## src/rtl/mdu_pkg.sv

```systemverilog
package mdu_pkg;

  // Word addresses of the shared register map.
  localparam int MDU_A_MSG0  = 0;
  localparam int MDU_A_STAT  = 2;
  localparam int MDU_A_OMASK = 3;
  localparam int MDU_A_ODB   = 4;
  localparam int MDU_A_IDB   = 5;
  localparam int MDU_A_IMASK = 6;
  localparam int MDU_N_REGS  = 7;

  // Outbound message words and the outbound mask layout.
  localparam int MDU_N_MSG         = 2;
  localparam int MDU_OMASK_W       = MDU_N_MSG + 1;
  localparam int MDU_OMASK_ODB_BIT = MDU_N_MSG;

endpackage

```

## src/rtl/mdu_side_decode.sv

```systemverilog
module mdu_side_decode
  import mdu_pkg::*;
#(
  parameter int DATA_W = 32,
  parameter int ADDR_W = 4,
  localparam int BE_W  = DATA_W / 8
) (
  input  logic                  we,
  input  logic [ADDR_W-1:0]     addr,
  input  logic [BE_W-1:0]       be,
  output logic [MDU_N_REGS-1:0] wr_sel,
  output logic [DATA_W-1:0]     bmask
);

  always_comb begin
    for (int r = 0; r < MDU_N_REGS; r++) begin
      wr_sel[r] = we && (addr == ADDR_W'(r));
    end
  end

  always_comb begin
    for (int i = 0; i < DATA_W; i++) begin
      bmask[i] = be[i/8];
    end
  end

endmodule

```

## src/rtl/mdu_byte_reg.sv

```systemverilog
module mdu_byte_reg #(
  parameter int W     = 32,
  localparam int BE_W = (W + 7) / 8
) (
  input  logic            clk,
  input  logic            rst,
  input  logic            we,
  input  logic [BE_W-1:0] be,
  input  logic [W-1:0]    d,
  output logic [W-1:0]    q
);

  logic [W-1:0] lane_mask;

  always_comb begin
    for (int i = 0; i < W; i++) begin
      lane_mask[i] = we && be[i/8];
    end
  end

  always_ff @(posedge clk) begin
    if (rst) q <= '0;
    else     q <= (q & ~lane_mask) | (d & lane_mask);
  end

endmodule

```

## src/rtl/mdu_setclr_reg.sv

```systemverilog
module mdu_setclr_reg #(
  parameter int W = 32
) (
  input  logic         clk,
  input  logic         rst,
  input  logic [W-1:0] set_bits,
  input  logic [W-1:0] clr_bits,
  output logic [W-1:0] q
);

  // Clear first, then set: a colliding set survives.
  always_ff @(posedge clk) begin
    if (rst) q <= '0;
    else     q <= (q & ~clr_bits) | set_bits;
  end

endmodule

```

## src/rtl/mdu_read_port.sv

```systemverilog
module mdu_read_port
  import mdu_pkg::*;
#(
  parameter int DATA_W = 32,
  parameter int ADDR_W = 4
) (
  input  logic                              clk,
  input  logic                              rst,
  input  logic [ADDR_W-1:0]                 addr,
  input  logic [MDU_N_REGS-1:0][DATA_W-1:0] bank,
  output logic [DATA_W-1:0]                 rdata
);

  logic [DATA_W-1:0] pick;

  always_comb begin
    pick = '0;
    for (int r = 0; r < MDU_N_REGS; r++) begin
      if (addr == ADDR_W'(r)) pick = bank[r];
    end
  end

  always_ff @(posedge clk) begin
    if (rst) rdata <= '0;
    else     rdata <= pick;
  end

endmodule

```

## src/rtl/mdu_irq_gen.sv

```systemverilog
module mdu_irq_gen
  import mdu_pkg::*;
#(
  parameter int DATA_W = 32
) (
  input  logic                   clk,
  input  logic                   rst,
  input  logic [MDU_N_MSG-1:0]   stat,
  input  logic [MDU_OMASK_W-1:0] omask,
  input  logic [DATA_W-1:0]      odb,
  input  logic [DATA_W-1:0]      idb,
  input  logic [DATA_W-1:0]      imask,
  output logic                   irq_to_pci,
  output logic                   irq_to_cpu
);

  logic msg_live, odb_live, idb_live;

  always_comb begin
    msg_live = |(stat & ~omask[MDU_N_MSG-1:0]);
    odb_live = (|odb) && !omask[MDU_OMASK_ODB_BIT];
    idb_live = |(idb & ~imask);
  end

  always_ff @(posedge clk) begin
    if (rst) begin
      irq_to_pci <= 1'b0;
      irq_to_cpu <= 1'b0;
    end else begin
      irq_to_pci <= msg_live || odb_live;
      irq_to_cpu <= idb_live;
    end
  end

endmodule

```

## src/rtl/msg_doorbell_unit.sv

```systemverilog
module msg_doorbell_unit
  import mdu_pkg::*;
#(
  parameter int DATA_W = 32,
  parameter int ADDR_W = 4,
  localparam int BE_W  = DATA_W / 8
) (
  input  logic              clk,
  input  logic              rst,
  input  logic [ADDR_W-1:0] cpu_addr,
  input  logic [DATA_W-1:0] cpu_wdata,
  input  logic              cpu_we,
  input  logic [BE_W-1:0]   cpu_be,
  output logic [DATA_W-1:0] cpu_rdata,
  input  logic [ADDR_W-1:0] pci_addr,
  input  logic [DATA_W-1:0] pci_wdata,
  input  logic              pci_we,
  input  logic [BE_W-1:0]   pci_be,
  output logic [DATA_W-1:0] pci_rdata,
  output logic              irq_to_pci,
  output logic              irq_to_cpu
);

  logic [MDU_N_REGS-1:0] cpu_wr, pci_wr;
  logic [DATA_W-1:0]     cpu_bm, pci_bm;

  mdu_side_decode #(.DATA_W(DATA_W), .ADDR_W(ADDR_W)) u_cpu_dec (
    .we(cpu_we), .addr(cpu_addr), .be(cpu_be), .wr_sel(cpu_wr), .bmask(cpu_bm)
  );

  mdu_side_decode #(.DATA_W(DATA_W), .ADDR_W(ADDR_W)) u_pci_dec (
    .we(pci_we), .addr(pci_addr), .be(pci_be), .wr_sel(pci_wr), .bmask(pci_bm)
  );

  // Outbound message words, processor side only.
  logic [MDU_N_MSG-1:0][DATA_W-1:0] msg_q;
  logic [MDU_N_MSG-1:0]             stat_set;

  for (genvar m = 0; m < MDU_N_MSG; m++) begin : g_msg
    mdu_byte_reg #(.W(DATA_W)) u_msg (
      .clk(clk), .rst(rst), .we(cpu_wr[MDU_A_MSG0+m]),
      .be(cpu_be), .d(cpu_wdata), .q(msg_q[m])
    );
    assign stat_set[m] = cpu_wr[MDU_A_MSG0+m] && (|cpu_be);
  end

  // Outbound status: set by message writes, cleared by the PCI side.
  logic [MDU_N_MSG-1:0] stat_clr, stat_q;

  assign stat_clr = pci_wr[MDU_A_STAT]
                  ? (pci_wdata[MDU_N_MSG-1:0] & pci_bm[MDU_N_MSG-1:0]) : '0;

  mdu_setclr_reg #(.W(MDU_N_MSG)) u_stat (
    .clk(clk), .rst(rst), .set_bits(stat_set), .clr_bits(stat_clr), .q(stat_q)
  );

  // Outbound doorbell: processor sets, PCI clears.
  logic [DATA_W-1:0] odb_set, odb_clr, odb_q;

  assign odb_set = cpu_wr[MDU_A_ODB] ? (cpu_wdata & cpu_bm) : '0;
  assign odb_clr = pci_wr[MDU_A_ODB] ? (pci_wdata & pci_bm) : '0;

  mdu_setclr_reg #(.W(DATA_W)) u_odb (
    .clk(clk), .rst(rst), .set_bits(odb_set), .clr_bits(odb_clr), .q(odb_q)
  );

  // Inbound doorbell: PCI sets, processor clears.
  logic [DATA_W-1:0] idb_set, idb_clr, idb_q;

  assign idb_set = pci_wr[MDU_A_IDB] ? (pci_wdata & pci_bm) : '0;
  assign idb_clr = cpu_wr[MDU_A_IDB] ? (cpu_wdata & cpu_bm) : '0;

  mdu_setclr_reg #(.W(DATA_W)) u_idb (
    .clk(clk), .rst(rst), .set_bits(idb_set), .clr_bits(idb_clr), .q(idb_q)
  );

  // Masks: outbound owned by the PCI side, inbound by the processor side.
  logic [MDU_OMASK_W-1:0] omask_q;
  logic [DATA_W-1:0]      imask_q;

  mdu_byte_reg #(.W(MDU_OMASK_W)) u_omask (
    .clk(clk), .rst(rst), .we(pci_wr[MDU_A_OMASK]),
    .be(pci_be[0]), .d(pci_wdata[MDU_OMASK_W-1:0]), .q(omask_q)
  );

  mdu_byte_reg #(.W(DATA_W)) u_imask (
    .clk(clk), .rst(rst), .we(cpu_wr[MDU_A_IMASK]),
    .be(cpu_be), .d(cpu_wdata), .q(imask_q)
  );

  // Read bank shared by both ports.
  logic [MDU_N_REGS-1:0][DATA_W-1:0] bank;

  always_comb begin
    for (int m = 0; m < MDU_N_MSG; m++) bank[MDU_A_MSG0+m] = msg_q[m];
    bank[MDU_A_STAT]  = DATA_W'(stat_q);
    bank[MDU_A_OMASK] = DATA_W'(omask_q);
    bank[MDU_A_ODB]   = odb_q;
    bank[MDU_A_IDB]   = idb_q;
    bank[MDU_A_IMASK] = imask_q;
  end

  mdu_read_port #(.DATA_W(DATA_W), .ADDR_W(ADDR_W)) u_cpu_rd (
    .clk(clk), .rst(rst), .addr(cpu_addr), .bank(bank), .rdata(cpu_rdata)
  );

  mdu_read_port #(.DATA_W(DATA_W), .ADDR_W(ADDR_W)) u_pci_rd (
    .clk(clk), .rst(rst), .addr(pci_addr), .bank(bank), .rdata(pci_rdata)
  );

  mdu_irq_gen #(.DATA_W(DATA_W)) u_irq (
    .clk(clk), .rst(rst), .stat(stat_q), .omask(omask_q),
    .odb(odb_q), .idb(idb_q), .imask(imask_q),
    .irq_to_pci(irq_to_pci), .irq_to_cpu(irq_to_cpu)
  );

endmodule

```

## config.mk

```make
export PLATFORM = sky130hd
export DESIGN_NAME = msg_doorbell_unit
export DESIGN_NICKNAME = d
export VERILOG_FILES = /design/src/rtl/mdu_pkg.sv /design/src/rtl/mdu_side_decode.sv /design/src/rtl/mdu_byte_reg.sv /design/src/rtl/mdu_setclr_reg.sv /design/src/rtl/mdu_read_port.sv /design/src/rtl/mdu_irq_gen.sv /design/src/rtl/msg_doorbell_unit.sv
export SDC_FILE = /design/constraint.sdc
export NUM_CORES = 1
export LEC_CHECK = 0
export ABC_AREA = 1
export BUFFER_PORTS_ARGS = -buffer_cell sky130_fd_sc_hd__buf_2
export CAP_MARGIN = 40
export CORE_UTILIZATION = 60
export CTS_CLUSTER_SIZE = 25
export DETAILED_ROUTE_END_ITERATION = 10
export PLACE_DENSITY = 0.81
export SETUP_SLACK_MARGIN = 0.5
export SLEW_MARGIN = 20
export SYNTH_ARGS = -nofsm -noshare
export SYNTH_HDL_FRONTEND = slang
export SYNTH_HIERARCHICAL = 1
export SYNTH_SLANG_ARGS = --single-unit
```

## constraint.sdc

```tcl
create_clock -name clk -period 2.05 [get_ports clk]
set_input_delay 0.3075 -clock clk [delete_from_list [all_inputs] [get_ports clk]]
set_output_delay 0.3075 -clock clk [all_outputs]
set_load 0.005 [all_outputs]
```

# Yosys cells after proc, flatten, opt, wreduce, memory -nomap -nowiden
# Cells that the tools add are included.
# W data, S select, Z words.
op_classes:
  n_eq_ne: 12
  n_mux: 19
  bitwise: 32
  reduce_logical: 33
ops:
  columns: ["cell", "count"]
  rows:
  - ["$mux W32", 18]
  - ["$and A32 B32 Y32", 11]
  - ["$not A32 Y32", 6]
  - ["$or A32 B32 Y32", 5]
  - ["$reduce_or A32 Y1", 2]
  - ["$logic_and A1 B1 Y1", 25]
  - ["$eq A4 B3 Y1 const B", 6]
  - ["$eq A4 B2 Y1 const B", 4]
  - ["$eq A4 B1 Y1 const B", 2]
  - ["$logic_not A4 Y1", 2]
  - ["$and A2 B2 Y2", 3]
  - ["$and A3 B3 Y3", 2]
  - ["$not A2 Y2", 2]
  - ["$reduce_or A4 Y1", 1]
  - ["$not A3 Y3", 1]
  - ["$or A3 B3 Y3", 1]
  - ["$mux W2", 1]
  - ["$or A2 B2 Y2", 1]
  - ["$reduce_or A2 Y1", 1]
  - ["$logic_not A1 Y1", 1]
  - ["$logic_or A1 B1 Y1", 1]
word_totals:
  register_bits: 231
  in_bits: 84
  out_inout_bits: 66

# Logic depth before layout (Yosys ltp)
# Gate-level depths: netlist of run 1.
logic_depth:
  ltp_word: 8
  ltp_mapped: 10
  depth_no_buf: 8

# Modules after synthesis
# Netlist of run 1, hierarchy kept.
modules_own_cells:
  columns: ["mod", "instances", "cells_each", "area_each_um2", "seq_area_each_um2"]
  rows:
  - ["mdu_read_port", 2, 598, 3096.7, 640.6]
  - ["mdu_byte_reg at g_msg[0].u_msg ...", 3, 204, 1312.5, 640.6]
  - ["mdu_setclr_reg at u_idb ...", 2, 163, 1194.9, 640.6]
  - ["msg_doorbell_unit", 1, 280, 1559.0, 0.0]
  - ["mdu_side_decode", 2, 49, 310.3, 0.0]
  - ["mdu_irq_gen", 1, 120, 506.7, 40.0]
  - ["mdu_byte_reg at u_omask", 1, 20, 126.4, 60.1]
  - ["mdu_setclr_reg at u_stat", 1, 10, 72.6, 40.0]

# Worst setup path after synthesis of run 1
# No wires, ideal clock.
synth_path:
  path_type: "input port to flip-flop"
  startpoint: "input cpu_addr[3]"
  endpoint: "register (tool-made name)"
  t_arrival_ns: 1.147
  path_slack_ns: 0.790
  cell_stages: 7
  n_path_buf: 1
  path_cell_list: "nor2_2 -> nand2_2 -> nor2_1 -> nand2_1 -> buf_4 -> nor2_1 -> nor2_1"
synth_lines:
  columns: ["element", "line", "text"]
  rows:
  - ["from (decl)", "msg_doorbell_unit.sv:10", "input logic [ADDR_W-1:0] cpu_addr,"]

# Worst setup path in the final report of run 1
layout_path:
  startpoint: "register u_idb.q[9]"
  endpoint: "register u_irq.irq_to_cpu"
layout_via:
  elab_chain_cells: 2
layout_rtl:
  columns: ["element", "line", "text"]
  rows:
  - ["from (decl)", "mdu_setclr_reg.sv:8", "output logic [W-1:0] q"]
  - ["from (signal assigned)", "mdu_setclr_reg.sv:14", "else q <= (q & ~clr_bits) | set_bits;"]
  - ["$and A32 B32 Y32", "mdu_irq_gen.sv:22", "idb_live = |(idb & ~imask);"]
  - ["$reduce_or A32 Y1", "mdu_irq_gen.sv:22", null]
  - ["to (signal assigned)", "mdu_irq_gen.sv:31", "irq_to_cpu <= idb_live;"]
  - ["to (decl)", "mdu_irq_gen.sv:14", "output logic irq_to_cpu"]
# No other way between the ends.
# A chain may end at the register's enable or synchronous reset.

==> impl_metrics.yaml, run 1 <==
clocking:
  cts_max_level: 1
  cts_setup_buffers: 0
  clkLatencyLatePin_ns: 0.55
  cts_made_buffers: 27
  clockRootBuffer: "clkbuf_16"
  clkSinkCount: 231
  cts_resized: 0
  cts_tree: "yes"
  cts_buffer_depth: 3
  clk_pin_slew_ns: 0.06
route:
  dr.pass1.iters: 8
  drc_errors: 0
  wl_per_cell_um: 14.7
  ant_nets: 0
  wirelength_mm: 46.6
  vias: 16201
  drtIter0Drc: 1566
  vias_per_cell: 5.11
worst_setup_path:
  critPathRequiredTime_ns: 2.47
  cp-end-kind: "flip-flop"
  start_kind: "flip-flop"
  worst-setup-path-type: "reg2reg"
  critPathMaxFanout: 4
  worstPathArrival_ns: 1.80
final_layout:
  utilization_pct: 69.1
  syn2layout_area_growth_pct: 13.1
  final_common_cell: "inv_1"
  fillers: 2217
  most-common-layout-cells: "inv_1 (667), nand2_1 (579), nor2_1 (377), nand3_1 (258), dfxtp_1 (231)"
  drive_gt1_share_pct: 11.5
  layout.nets: 2905
  final_cells: 3173
global_route:
  grt_usage_pct: 35.1
  grt_max_degree: 65
  grt_first_pass_wirelength_mm: 73.7
  grt_pass1_vias: 14917
  antenna_found_initial: 4
  overflow: 0
place:
  gp_congestion: 0.898
  placed_cells: 3121
  dp_hpwl_mm: 31.0
  port_buffers: 149
die:
  die_area_um2: 26300
  die_w_um: 162
  dieHeight_um: 162
  core_um2: 25200
  io_pins: 150
  rows: 58
  initial_core_util_pct: 61.1
timing:
  hold_violations: 0
  tns_ns: 0
  skew_ns: 0.0128
  fin_crit_ns: 1.38
  slew_headroom_pct: 55.2
  worst_pin_slew_ns: 0.669
  post-route-period-util_pct: 67.3
  drv_slew: 0
  final-setup-viol-count: 0
  max_freq_mhz: 725
  rsz0062_at_grt: "no"
synth:
  postSynthCellCount: 2656
  syn_area_um2: 15400
  syn_avg_cell_area_um2: 5.79
  ys_warn_count: 6
power:
  cellPowerDensity_nw_per_um2: 649
  p_leak_nw: 9.28
  worst_ir_drop_vdd_mv: 0.643
hold_path:
  hold_path_class: "in2reg"
status:
  status: "completed"
job:
  maxCapViolations: 0
-- metrics by stage --
stage               worst slack [ns]  power [mW]  instance area (µm²)  hold slack [ns]
floorplan                      0.809        5.49                15800            0.377
global placement               0.218        5.85                16300            0.480
detailed placement             0.287        5.88                16400            0.487
CTS                            0.723        11.3                17400         0.000827
global route                   0.643        11.6                17400           0.0298
finish                         0.671        11.3                17400          0.00858
-- worst paths after layout --
kind                          startpoint                     endpoint  slack (ns)  cells after the start
setup / recovery   u_idb/q[9]$_SDFF_PP0_  u_irq/irq_to_cpu$_SDFF_PP0_        0.67                      6
hold / removal              pci_wdata[1]                    flip-flop       0.009                      3
setup reg to reg   u_idb/q[9]$_SDFF_PP0_  u_irq/irq_to_cpu$_SDFF_PP0_        0.67                      6
hold reg to reg   u_idb/q[23]$_SDFF_PP0_       u_idb/q[23]$_SDFF_PP0_        0.50                      2
-- area by class of cell --
type | count | area, µm² | share of cell area [%]
antenna | 3 | 7.51 | 0.0432
inverter | 672 | 2520 | 14.5
tap | 330 | 413 | 2.37
sequential | 231 | 4620 | 26.6
timing repair buffer | 204 | 1310 | 7.55
clock buffer | 33 | 748 | 4.30
multi-input combinational | 1685 | 7510 | 43.2
clock inverter | 15 | 258 | 1.48
-- metal layers --
metal	up-vias	wire [µm]	global-route usage, %
met5	-	13	0
met4	2	1950	17.1
met3	155	4760	5.52
met2	928	21300	58.8
met1	7083	18500	43.9
li1	8033	-	-
-- worst max-delay path: stages (launching register included) --
cell	delay, ns
dfxtp_1	0.40
inv_1	0.06
o21ai_0	0.24
nor2_1	0.11
nand2_1	0.11
nor2_1	0.06
a21oi_1	0.29
-- power by group --
group	total (mW)	switching (mW)	internal [mW]	leakage (nW)
clock	5.47	2.01	3.46	0.489
combinational	1.21	0.864	0.345	6.93
sequential	4.62	0.0473	4.57	1.87
-- what timing repair did --
action	in CTS	in global routing
hold buffers	1	0
endpoints found under the setup margin	0	0
endpoints found under the hold margin	1	0
No activity file was read; power rests on OpenSTA's default activity.
==> inputs of run 2 (changes only) <==
==> constraint.sdc (replaced) <==
create_clock -name clk -period 1.4 [get_ports clk]
set_input_delay 0.21 -clock clk [delete_from_list [all_inputs] [get_ports clk]]
set_output_delay 0.21 -clock clk [all_outputs]
set_load 0.005 [all_outputs]
==> run 2 against run 1 <==
  * The flow now finishes with violations (design-rule violations, negative hold slack)
  * Register-to-register slack worse by 0.65 ns
  * Sequential share of layout area is 3.6 points lower
  * Routed wire length increased by 28%
  * Non-clock buffer count increased by 119
  * Critical path depth increased by 1
  * Count of clock-buffer cells in the layout increased by 2
  * Via count grew 14%
  * Design area rose by 20%
  * Flip-flop and latch count unchanged
  * Maximum frequency is essentially flat
  * Combinational power increased by 110%
  * Largest cell class unchanged
==> impl_metrics.yaml, run 2 (synthesis results as in run 1) <==
route:
  drc_errors: 1
  wl_per_cell_um: 18.1
  dr.pass1.iters: 11
  vias_per_cell: 5.61
  drtIter0Drc: 2812
  vias: 18481
  wirelength_mm: 59.7
  ant_nets: 0
timing:
  hold_violations: 1
  post-route-period-util_pct: 98.6
  slew_headroom_pct: 63.8
  max_freq_mhz: 724
  tns_ns: 0
  fin_crit_ns: 1.38
  final-setup-viol-count: 0
  drv_slew: 0
  skew_ns: 0.0229
  worst_pin_slew_ns: 0.543
  hold_slack_ns: -0.00471
  rsz0062_at_grt: "yes"
clocking:
  cts_buffer_depth: 3
  cts_made_buffers: 28
  cts_max_level: 1
  clockRootBuffer: "clkbuf_16"
  cts_tree: "yes"
  clkLatencyLatePin_ns: 0.57
  clkSinkCount: 231
  clk_pin_slew_ns: 0.06
die:
  dieHeight_um: 162
  core_um2: 25200
  die_w_um: 162
  rows: 58
  initial_core_util_pct: 61.1
  die_area_um2: 26300
  io_pins: 150
power:
  switching_share_pct: 28.2
  switchingPower_mw: 4.83
  p_leak_nw: 10.5
  internal-power_mw: 12.3
  seq_power_share_pct: 39.6
  pwr-share-clk_pct: 45.8
  worst_ir_drop_vdd_mv: 0.924
  cellPowerDensity_nw_per_um2: 822
  comb_power_share_pct: 14.6
worst_setup_path:
  ff2ff_path_depth: 7
  timing.reg2reg.setup_slack_ns: 0.02
  start_kind: "flip-flop"
  worst-setup-path-type: "reg2reg"
  worstPathArrival_ns: 1.83
  rr_endpoint: "u_irq/irq_to_cpu$_SDFF_PP0_"
  critPathRequiredTime_ns: 1.85
  critPathMaxFanout: 4
  critPathCapture: "u_irq/irq_to_cpu$_SDFF_PP0_"
  cp-end-kind: "flip-flop"
global_route:
  grt_pass1_vias: 16403
  overflow: 0
  grt_usage_pct: 38.7
  grt_max_degree: 39
  grt_first_pass_wirelength_mm: 80.8
  antenna_found_initial: 0
final_layout:
  final_common_cell: "inv_1"
  syn2layout_area_growth_pct: 35.5
  layout.nets: 3025
  n_antenna_cell: 0
  most-common-layout-cells: "inv_1 (646), nand2_1 (535), nor2_1 (325), nand3_2 (144), dfxtp_2 (124)"
  fillers: 1464
  drive_gt1_share_pct: 28.7
place:
  port_buffers: 149
  dp_hpwl_mm: 34.1
  gp_congestion: 0.910
hold_path:
  hold_path_class: "in2reg"
status:
  violations: "design-rule violations, negative hold slack"
  status: "complete, but fails checks"
job:
  maxCapViolations: 0
run 2: cell count changes in the layout (fill, tap and decap cells not counted), sizes merged, moves of 3 or more:
cell	previous run	this run
buf	203	272
dlygate4sd3	1	42
clkbuf	33	42
clkinv	5	12
diode	3	0
run 2: timing repair:
action | CTS | global route
setup endpoints to repair | 119 | 265
endpoints found under the hold margin | 100 | 0
gates cloned | 0 | 6
resized for setup | 126 | 318
hold buffers | 44 | 0
pin swaps | 69 | 181
setup buffers | 3 | 16
run 2: critical path, cell delays in order, from the launching register on:
cell,delay [ns]
dfxtp_1,0.41
inv_1,0.08
nand2_1,0.11
nand2_1,0.07
nor2_2,0.15
nand2_1,0.14
nor2_2,0.19
a21oi_4,0.10
run 2: worst min path at each step:
stage / from / to / slack (ns) / depth (start not counted)
floorplan: rst / u_idb/q[28]$_SDFF_PP0_ / 0.28 / 1
global placement: pci_wdata[2] / flip-flop / 0.45 / 3
detailed placement: pci_wdata[0] / flip-flop / 0.47 / 3
CTS: pci_wdata[18] / u_idb/q[18]$_SDFF_PP0_ / 0.0007 / 5
global route: pci_wdata[18] / u_idb/q[18]$_SDFF_PP0_ / 0.04 / 5
finish: pci_wdata[18] / u_idb/q[18]$_SDFF_PP0_ / -0.005 / 5
run 2: through the flow:
| step | setup WS [ns] | instances | power [mW] | util, % | cell area (µm²) |
|---|---|---|---|---|---|
| finish | 0.0194 | 3293 | 17.1 | 82.8 | 20900 |
| global placement | -0.0246 | 3172 | 8.85 | 70.7 | 17800 |
| detailed placement | -0.0852 | 3172 | 8.90 | 70.7 | 17800 |
| CTS | 0.162 | 3271 | 16.7 | 77.7 | 19600 |
| floorplan | 0.365 | 2773 | 8.27 | - | 17000 |
| global route | 0.00627 | 3293 | 17.6 | 82.8 | 20900 |
run 2: layer usage:
layer | GRT usage [%] | up-vias | wire length, µm
met4 | 22.4 | 0 | 4490
met3 | 7.76 | 459 | 7760
met2 | 64.3 | 1501 | 26800
li1 | - | 8285 | -
met1 | 46.3 | 8236 | 20700
met5 | 0 | - | 0
run 2: power by group through the flow:
stage	clock network (mW)	logic (mW)	registers, mW
2_1_floorplan	0	1.37	6.91
3_3_place_gp	0	1.95	6.91
3_5_place_dp	0	1.99	6.91
4_1_cts	7.80	2.12	6.77
5_1_grt	8.13	2.63	6.79
6_report	7.85	2.51	6.78
run 2: final cells by class:
cell class / count / area (µm²) / area share (%)
Sequential cell: 231 / 4800 / 23.0
Clock buffer: 35 / 758 / 3.64
Timing Repair Buffer: 323 / 3010 / 14.5
Tap cell: 330 / 413 / 1.98
Inverter: 672 / 2600 / 12.5
Multi-Input combinational cell: 1685 / 9050 / 43.4
Clock inverter: 17 / 216 / 1.04
